## src/rtl/fifo_irq_pkg.sv

```systemverilog
package fifo_irq_pkg;
  localparam int unsigned REG_W      = 32;
  localparam int unsigned WR_THR_LSB = 16;
  localparam int unsigned NSRC       = 7;

  // source index: 0 rd_af, 1 rd_ne, 2 wr_ae, 3 wr_nf, 4 dev, 5 term, 6 tmo
  localparam int unsigned REQ_POS [NSRC] = '{10, 11, 12, 13, 15, 28, 29};
  localparam int unsigned EN_POS  [NSRC] = '{9, 10, 11, 12, 15, 28, 14};
  localparam logic [NSRC-1:0] SRC_LEVEL = 7'b001_1111;

  localparam logic [REG_W-1:0] REQ_MASK = 32'h3000_BC00;
  localparam logic [REG_W-1:0] EN_MASK  = 32'h1000_DE00;
endpackage

```

## src/rtl/fifo_irq_lvl_cmp.sv

```systemverilog
module fifo_irq_lvl_cmp #(
  parameter int unsigned RD_DEPTH = 32,
  parameter int unsigned WR_DEPTH = 32,
  parameter int unsigned THR_W    = 10,
  localparam int unsigned RD_LVL_W = $clog2(RD_DEPTH + 1),
  localparam int unsigned WR_LVL_W = $clog2(WR_DEPTH + 1)
) (
  input  logic [RD_LVL_W-1:0] rd_level_i,
  input  logic [WR_LVL_W-1:0] wr_level_i,
  input  logic [THR_W-1:0]    rd_thr_i,
  input  logic [THR_W-1:0]    wr_thr_i,
  output logic                rd_af_o,
  output logic                rd_ne_o,
  output logic                wr_ae_o,
  output logic                wr_nf_o,
  output logic                wr_full_o,
  output logic                rd_empty_o
);
  logic [THR_W-1:0] rd_lvl_x, wr_lvl_x;

  assign rd_lvl_x   = THR_W'(rd_level_i);
  assign wr_lvl_x   = THR_W'(wr_level_i);
  assign rd_af_o    = rd_lvl_x >= rd_thr_i;
  assign rd_ne_o    = rd_level_i != '0;
  assign wr_ae_o    = wr_lvl_x <= wr_thr_i;
  assign wr_full_o  = wr_lvl_x >= THR_W'(WR_DEPTH);
  assign wr_nf_o    = !wr_full_o;
  assign rd_empty_o = !rd_ne_o;
endmodule

```

## src/rtl/fifo_irq_req_bit.sv

```systemverilog
module fifo_irq_req_bit #(
  parameter bit LEVEL = 1'b1
) (
  input  logic clk_i,
  input  logic rst_ni,
  input  logic set_i,
  input  logic clr_i,
  output logic q_o
);
  logic q_d;

  generate
    if (LEVEL) begin : g_level
      // clear wins this cycle; live condition re-sets next cycle
      assign q_d = (q_o | set_i) & ~clr_i;
    end else begin : g_event
      // an event never gets lost to a concurrent clear
      assign q_d = (q_o & ~clr_i) | set_i;
    end
  endgenerate

  always_ff @(posedge clk_i or negedge rst_ni) begin
    if (!rst_ni) q_o <= 1'b0;
    else         q_o <= q_d;
  end
endmodule

```

## src/rtl/fifo_irq_regs.sv

```systemverilog
module fifo_irq_regs
  import fifo_irq_pkg::*;
#(
  parameter int unsigned WR_DEPTH   = 32,
  parameter int unsigned RD_THR_MAX = 8,
  parameter int unsigned THR_W      = 10
) (
  input  logic             clk_i,
  input  logic             rst_ni,
  input  logic             thr_we_i,
  input  logic [REG_W-1:0] thr_wdata_i,
  input  logic             en_we_i,
  input  logic [REG_W-1:0] en_wdata_i,
  output logic [THR_W-1:0] rd_thr_o,
  output logic [THR_W-1:0] wr_thr_o,
  output logic [NSRC-1:0]  en_o
);
  localparam logic [THR_W-1:0] RD_MAX  = THR_W'(RD_THR_MAX);
  localparam logic [THR_W-1:0] WR_MAX  = THR_W'(WR_DEPTH);
  localparam logic [THR_W-1:0] WR_INIT = THR_W'(WR_DEPTH - RD_THR_MAX);

  logic [THR_W-1:0] rd_fld, wr_fld, rd_sat, wr_sat;
  logic [NSRC-1:0]  en_d;

  assign rd_fld = thr_wdata_i[THR_W-1:0];
  assign wr_fld = thr_wdata_i[WR_THR_LSB +: THR_W];
  assign rd_sat = (rd_fld > RD_MAX) ? RD_MAX : rd_fld;
  assign wr_sat = (wr_fld > WR_MAX) ? WR_MAX : wr_fld;

  for (genvar i = 0; i < NSRC; i++) begin : g_en
    assign en_d[i] = en_wdata_i[EN_POS[i]];
  end

  always_ff @(posedge clk_i or negedge rst_ni) begin
    if (!rst_ni) begin
      rd_thr_o <= RD_MAX;
      wr_thr_o <= WR_INIT;
    end else if (thr_we_i) begin
      rd_thr_o <= rd_sat;
      wr_thr_o <= wr_sat;
    end
  end

  always_ff @(posedge clk_i or negedge rst_ni) begin
    if (!rst_ni)      en_o <= '0;
    else if (en_we_i) en_o <= en_d;
  end
endmodule

```

## src/rtl/fifo_irq_ctrl.sv

```systemverilog
module fifo_irq_ctrl
  import fifo_irq_pkg::*;
#(
  parameter int unsigned RD_DEPTH   = 32,
  parameter int unsigned WR_DEPTH   = 32,
  parameter int unsigned RD_THR_MAX = 8,
  parameter int unsigned THR_W      = 10,
  localparam int unsigned RD_LVL_W  = $clog2(RD_DEPTH + 1),
  localparam int unsigned WR_LVL_W  = $clog2(WR_DEPTH + 1)
) (
  input  logic                clk_i,
  input  logic                rst_ni,
  input  logic [RD_LVL_W-1:0] rd_level_i,
  input  logic [WR_LVL_W-1:0] wr_level_i,
  input  logic                dev_irq_i,
  input  logic                xfer_term_i,
  input  logic                bus_tmo_i,
  input  logic                thr_we_i,
  input  logic [31:0]         thr_wdata_i,
  input  logic                en_we_i,
  input  logic [31:0]         en_wdata_i,
  output logic [31:0]         thr_rdata_o,
  output logic [31:0]         en_rdata_o,
  output logic                stat_wr_full_o,
  output logic                stat_rd_empty_o,
  output logic                irq_o
);
  logic [THR_W-1:0] rd_thr, wr_thr;
  logic [NSRC-1:0]  en, src, req;

  fifo_irq_regs #(
    .WR_DEPTH  (WR_DEPTH),
    .RD_THR_MAX(RD_THR_MAX),
    .THR_W     (THR_W)
  ) u_regs (
    .clk_i      (clk_i),
    .rst_ni     (rst_ni),
    .thr_we_i   (thr_we_i),
    .thr_wdata_i(thr_wdata_i),
    .en_we_i    (en_we_i),
    .en_wdata_i (en_wdata_i),
    .rd_thr_o   (rd_thr),
    .wr_thr_o   (wr_thr),
    .en_o       (en)
  );

  fifo_irq_lvl_cmp #(
    .RD_DEPTH(RD_DEPTH),
    .WR_DEPTH(WR_DEPTH),
    .THR_W   (THR_W)
  ) u_cmp (
    .rd_level_i(rd_level_i),
    .wr_level_i(wr_level_i),
    .rd_thr_i  (rd_thr),
    .wr_thr_i  (wr_thr),
    .rd_af_o   (src[0]),
    .rd_ne_o   (src[1]),
    .wr_ae_o   (src[2]),
    .wr_nf_o   (src[3]),
    .wr_full_o (stat_wr_full_o),
    .rd_empty_o(stat_rd_empty_o)
  );

  assign src[4] = dev_irq_i;
  assign src[5] = xfer_term_i;
  assign src[6] = bus_tmo_i;

  for (genvar i = 0; i < NSRC; i++) begin : g_req
    fifo_irq_req_bit #(.LEVEL(SRC_LEVEL[i])) u_bit (
      .clk_i (clk_i),
      .rst_ni(rst_ni),
      .set_i (src[i]),
      .clr_i (thr_we_i & thr_wdata_i[REQ_POS[i]]),
      .q_o   (req[i])
    );
  end

  always_comb begin
    thr_rdata_o = '0;
    en_rdata_o  = '0;
    thr_rdata_o[THR_W-1:0]             = rd_thr;
    thr_rdata_o[WR_THR_LSB +: THR_W]   = wr_thr;
    for (int i = 0; i < NSRC; i++) begin
      thr_rdata_o[REQ_POS[i]] = req[i];
      en_rdata_o[EN_POS[i]]   = en[i];
    end
  end

  assign irq_o = |(req & en);
endmodule

```

## config.mk

```make
export PLATFORM = sky130hd
export DESIGN_NAME = fifo_irq_ctrl
export DESIGN_NICKNAME = d
export VERILOG_FILES = /design/src/rtl/fifo_irq_pkg.sv /design/src/rtl/fifo_irq_lvl_cmp.sv /design/src/rtl/fifo_irq_req_bit.sv /design/src/rtl/fifo_irq_regs.sv /design/src/rtl/fifo_irq_ctrl.sv
export SDC_FILE = /design/constraint.sdc
export NUM_CORES = 1
export LEC_CHECK = 0
export BUFFER_PORTS_ARGS = -buffer_cell sky130_fd_sc_hd__buf_4
export CORE_UTILIZATION = 41
export CTS_BUF_LIST = sky130_fd_sc_hd__clkbuf_4
export DETAILED_ROUTE_END_ITERATION = 12
export GPL_ROUTABILITY_DRIVEN = 0
export PLACE_DENSITY = 0.83
export SYNTH_ARGS = -nofsm -noshare
export SYNTH_HDL_FRONTEND = slang
export SYNTH_SLANG_ARGS = --single-unit
```

## constraint.sdc

```tcl
create_clock -name clk_i -period 1.9 [get_ports clk_i]
set_input_delay 0.38 -clock clk_i [delete_from_list [all_inputs] [get_ports clk_i]]
set_output_delay 0.38 -clock clk_i [all_outputs]
set_load 0.005 [all_outputs]
```

==> key figures <==
Worst setup path
  – Max stage delay on crit path: 0.41 ns
  – Startpoint Class: flip-flop
  – CP max-delay cell: dfrtp_1
  – Worst EP required: 1.52 ns
  – CP Cell Sequence: a222oi_1, nand3_1, buf_4
  – Data arrival time of the critical path: 1.33 ns
  – Crit-path max FO: 3
  – Critical path class: flip-flop to output pin
  – R2r setup slk: 0.22 ns
  – Setup crit end kind: output pin

Die
  – Die ar.: 4920 µm²
  – Core box area: 4410 µm²
  – Die X-Extent: 70.1 µm
  – Die Y: 70.1 µm
  – Row count: 24
  – Io pins: 150
  – Initial Util: 43.1%

Clock tree
  – CTS HTree Levels: 2
  – Root Driver: clkbuf_4
  – CTS tree: done
  – CTS sink cnt: 34
  – Worst-Skew Late Latency: 0.33 ns
  – Num CTS Buffers: 5
  – Gates resized, CTS repair: 0
  – Number of post-CTS setup repair buffers: 0
  – Register clock-pin slew on the reported worst setup and hold paths: 0.10 ns
  – CTS Buffer Depth: 2

Pwr
  – Power Total: 1410 µW
  – Net switching power: 372 µW
  – Clock Power Share: 27.0%
  – Seq pwr share: 54.9%
  – Int Pwr: 1040 µW
  – Logic pwr share: 18.0%
  – Switching power share of the total: 26.3%
  – Peak supply drop: 0.329 mV
  – Cell Pwr Density: 566 nW/µm²
  – Pleak: 0.00129 µW

Job
  – Number of max-cap violations: 0

Finish
  – Area Growth Syn to Fin: 31.2%
  – Post-Route Utilization: 56.6%
  – Share of cells above drive strength 1: 42.9%
  – Commonest non-fill, non-tap cells in the layout: 90 x buf_4, 31 x dfrtp_1, 30 x conb_1
  – Layout Nets: 362
  – Commonest non-fill, non-tap cell in the layout: buf_4
  – # fillers: 408
  – Finished Cell Area: 2500 µm²
  – Ant. Diodes: 0

Synth
  – Mapped Cells: 182
  – Post-Synth XOR/XNOR Area: 0%
  – Mux cell area share after synthesis: 4.14%
  – Synthesized area: 1900 µm²
  – Synthesized flop and latch total: 34
  – Main synth FF type: dfrtp_1
  – Netlist cell types: 34
  – Asr flop ratio synth: 100%
  – Main combinational cell family by area after synthesis: buffers and inverters
  – Adder-cell area share of the yosys netlist: 7.89%
  – Post-Synth Simple-Gate Area: 12.6%
  – Synth Area in Compound Gates: 10.2%
  – Mean post-synth cell area: 10.5 µm²
  – EDFF count, synth: 0
  – Seq/Total Area, Yosys: 44.9%
  – Yosys warning total: 0

Placement
  – Post-DP HPWL: 3080 µm
  – Dpl cell area: 2430 µm²
  – Port-buffer cells: 89

Timing
  – Fin. max-slew vios: 0
  – Clock skew: 0.00397 ns
  – Final period utilization: 89.8%
  – Setup repair after global routing missed its margin: false
  – Fin. Hold Viols: 0
  – Endpoints failing setup: 0
  – Fmax: 0.586 GHz
  – Hold slack: 0.208 ns
  – Setup TNS: 0 ns
  – Final Critical Period: 1.71 ns

Routing
  – Post-DRT Antenna Nets: 0
  – Via count: 1432
  – Total Routed Length: 3780 µm
  – Detailed Route Iter0 Violations: 40
  – Vias per Instance: 4.48
  – DRC Markers: 0
  – TritonRoute pass-1 iters: 4
  – Avg WL per Cell: 11.8 µm

Worst hold path
  – Worst hold path type: input port to flip-flop

Global route
  – Largest net degree at the start of global routing: 35
  – First-pass GRT wire length: 6290 µm
  – Overall Global Routing Usage: 16.3%
  – Number of global-route vias before repair: 1428
  – Remaining Overflow, GRT: 0
  – Initial antenna violation count: 0

Outcome
  – Outcome: finished clean
## Yosys cell counts (2+ instances only)
library cell | number | area (µm²)
a211oi_1 | 2 | 15.0
dfstp_2 | 3 | 78.8
mux2_2 | 7 | 78.8
o21ai_0 | 3 | 15.0
clkbuf_1 | 2 | 7.51
nor2_1 | 11 | 41.3
inv_1 | 17 | 63.8
nor2b_1 | 9 | 56.3
dfrtp_1 | 31 | 776
a22oi_1 | 5 | 37.5
o21ai_2 | 5 | 43.8
nor4_1 | 2 | 12.5
buf_4 | 38 | 285
nand2_1 | 10 | 37.5
ha_1 | 12 | 150
a21oi_1 | 3 | 15.0
or4_1 | 2 | 15.0
o21ai_1 | 3 | 15.0
a21o_1 | 2 | 15.0
## what timing repair did
item | CTS | global route
hold buffers | 1 | 0
setup endpoints to repair | 0 | 1
hold endpoints to repair | 31 | 0
## final timing paths
check	start	to	cells after the start
worst max register to register	u_regs.rd_thr_o[3]	g_req[0].u_bit.q_o	5
worst min-delay path	thr_wdata_i[15]	g_req[4].u_bit.q_o	2
worst min register to register	g_req[6].u_bit.q_o	g_req[6].u_bit.q_o	1
worst max-delay path	u_regs.en_o[3]	irq_o	3
max in group asynchronous	rst_ni	u_regs.wr_thr_o[4]	2
min in group asynchronous	rst_ni	g_req[6].u_bit.q_o	2
## final cells by class
class                   count  area (µm²)  share of cell area (%)
inverters                  17        63.8                    2.56
flip-flops and latches     34         855                    34.2
repair buffers             91         686                    27.5
clock inverters             3        16.3                   0.651
multi-input cells         118         774                    31.0
well taps                  52        65.1                    2.61
clock buffers               5        37.5                    1.50
## power by group through the flow
stage / clock [µW] / combinational, µW / sequential, µW
floorplan: 0 / 159 / 787
global placement: 0 / 251 / 791
detailed placement: 0 / 256 / 792
CTS: 405 / 259 / 778
global route: 433 / 284 / 783
finish: 382 / 255 / 777
## critical path, delay by kind of cell, from the launching register on
family,cells,cell delay (ns)
AOI/OAI and AO/OA,1,0.33
buffers and inverters,1,0.15
DFF,1,0.41
and+or+nand+nor,1,0.11
## metal layers
metal / vias to the layer above / global-route usage, % / wire length, µm
li1: 718 / - / -
met4: 0 / 8.00 / 78
met3: 8 / 3.75 / 264
met2: 76 / 28.2 / 1870
met1: 630 / 18.8 / 1570
met5: - / 0 / 0
## state kept, by name, indices dropped and copies added, names as in the netlist
name	flops
g_req.u_bit.q_o	7
u_regs.en_o	7
u_regs.rd_thr_o	10
u_regs.wr_thr_o	10
## cells by family (layout without fill, tap and decap cells)
family,count (synthesis),in the layout
simple gates,42,42
other cells,1,30
flops,34,34
buf+inv,59,116
compound gates,27,27
fa+ha+maj,12,12
mux,7,7
## stage by stage
stage / setup slack (ns) / cells
global route: 0.0131 / 320
CTS: 0.143 / 320
global placement: 0.185 / 311
detailed placement: 0.185 / 311
finish: 0.194 / 320
floorplan: 0.300 / 211
(Power assumes the default switching activity.)
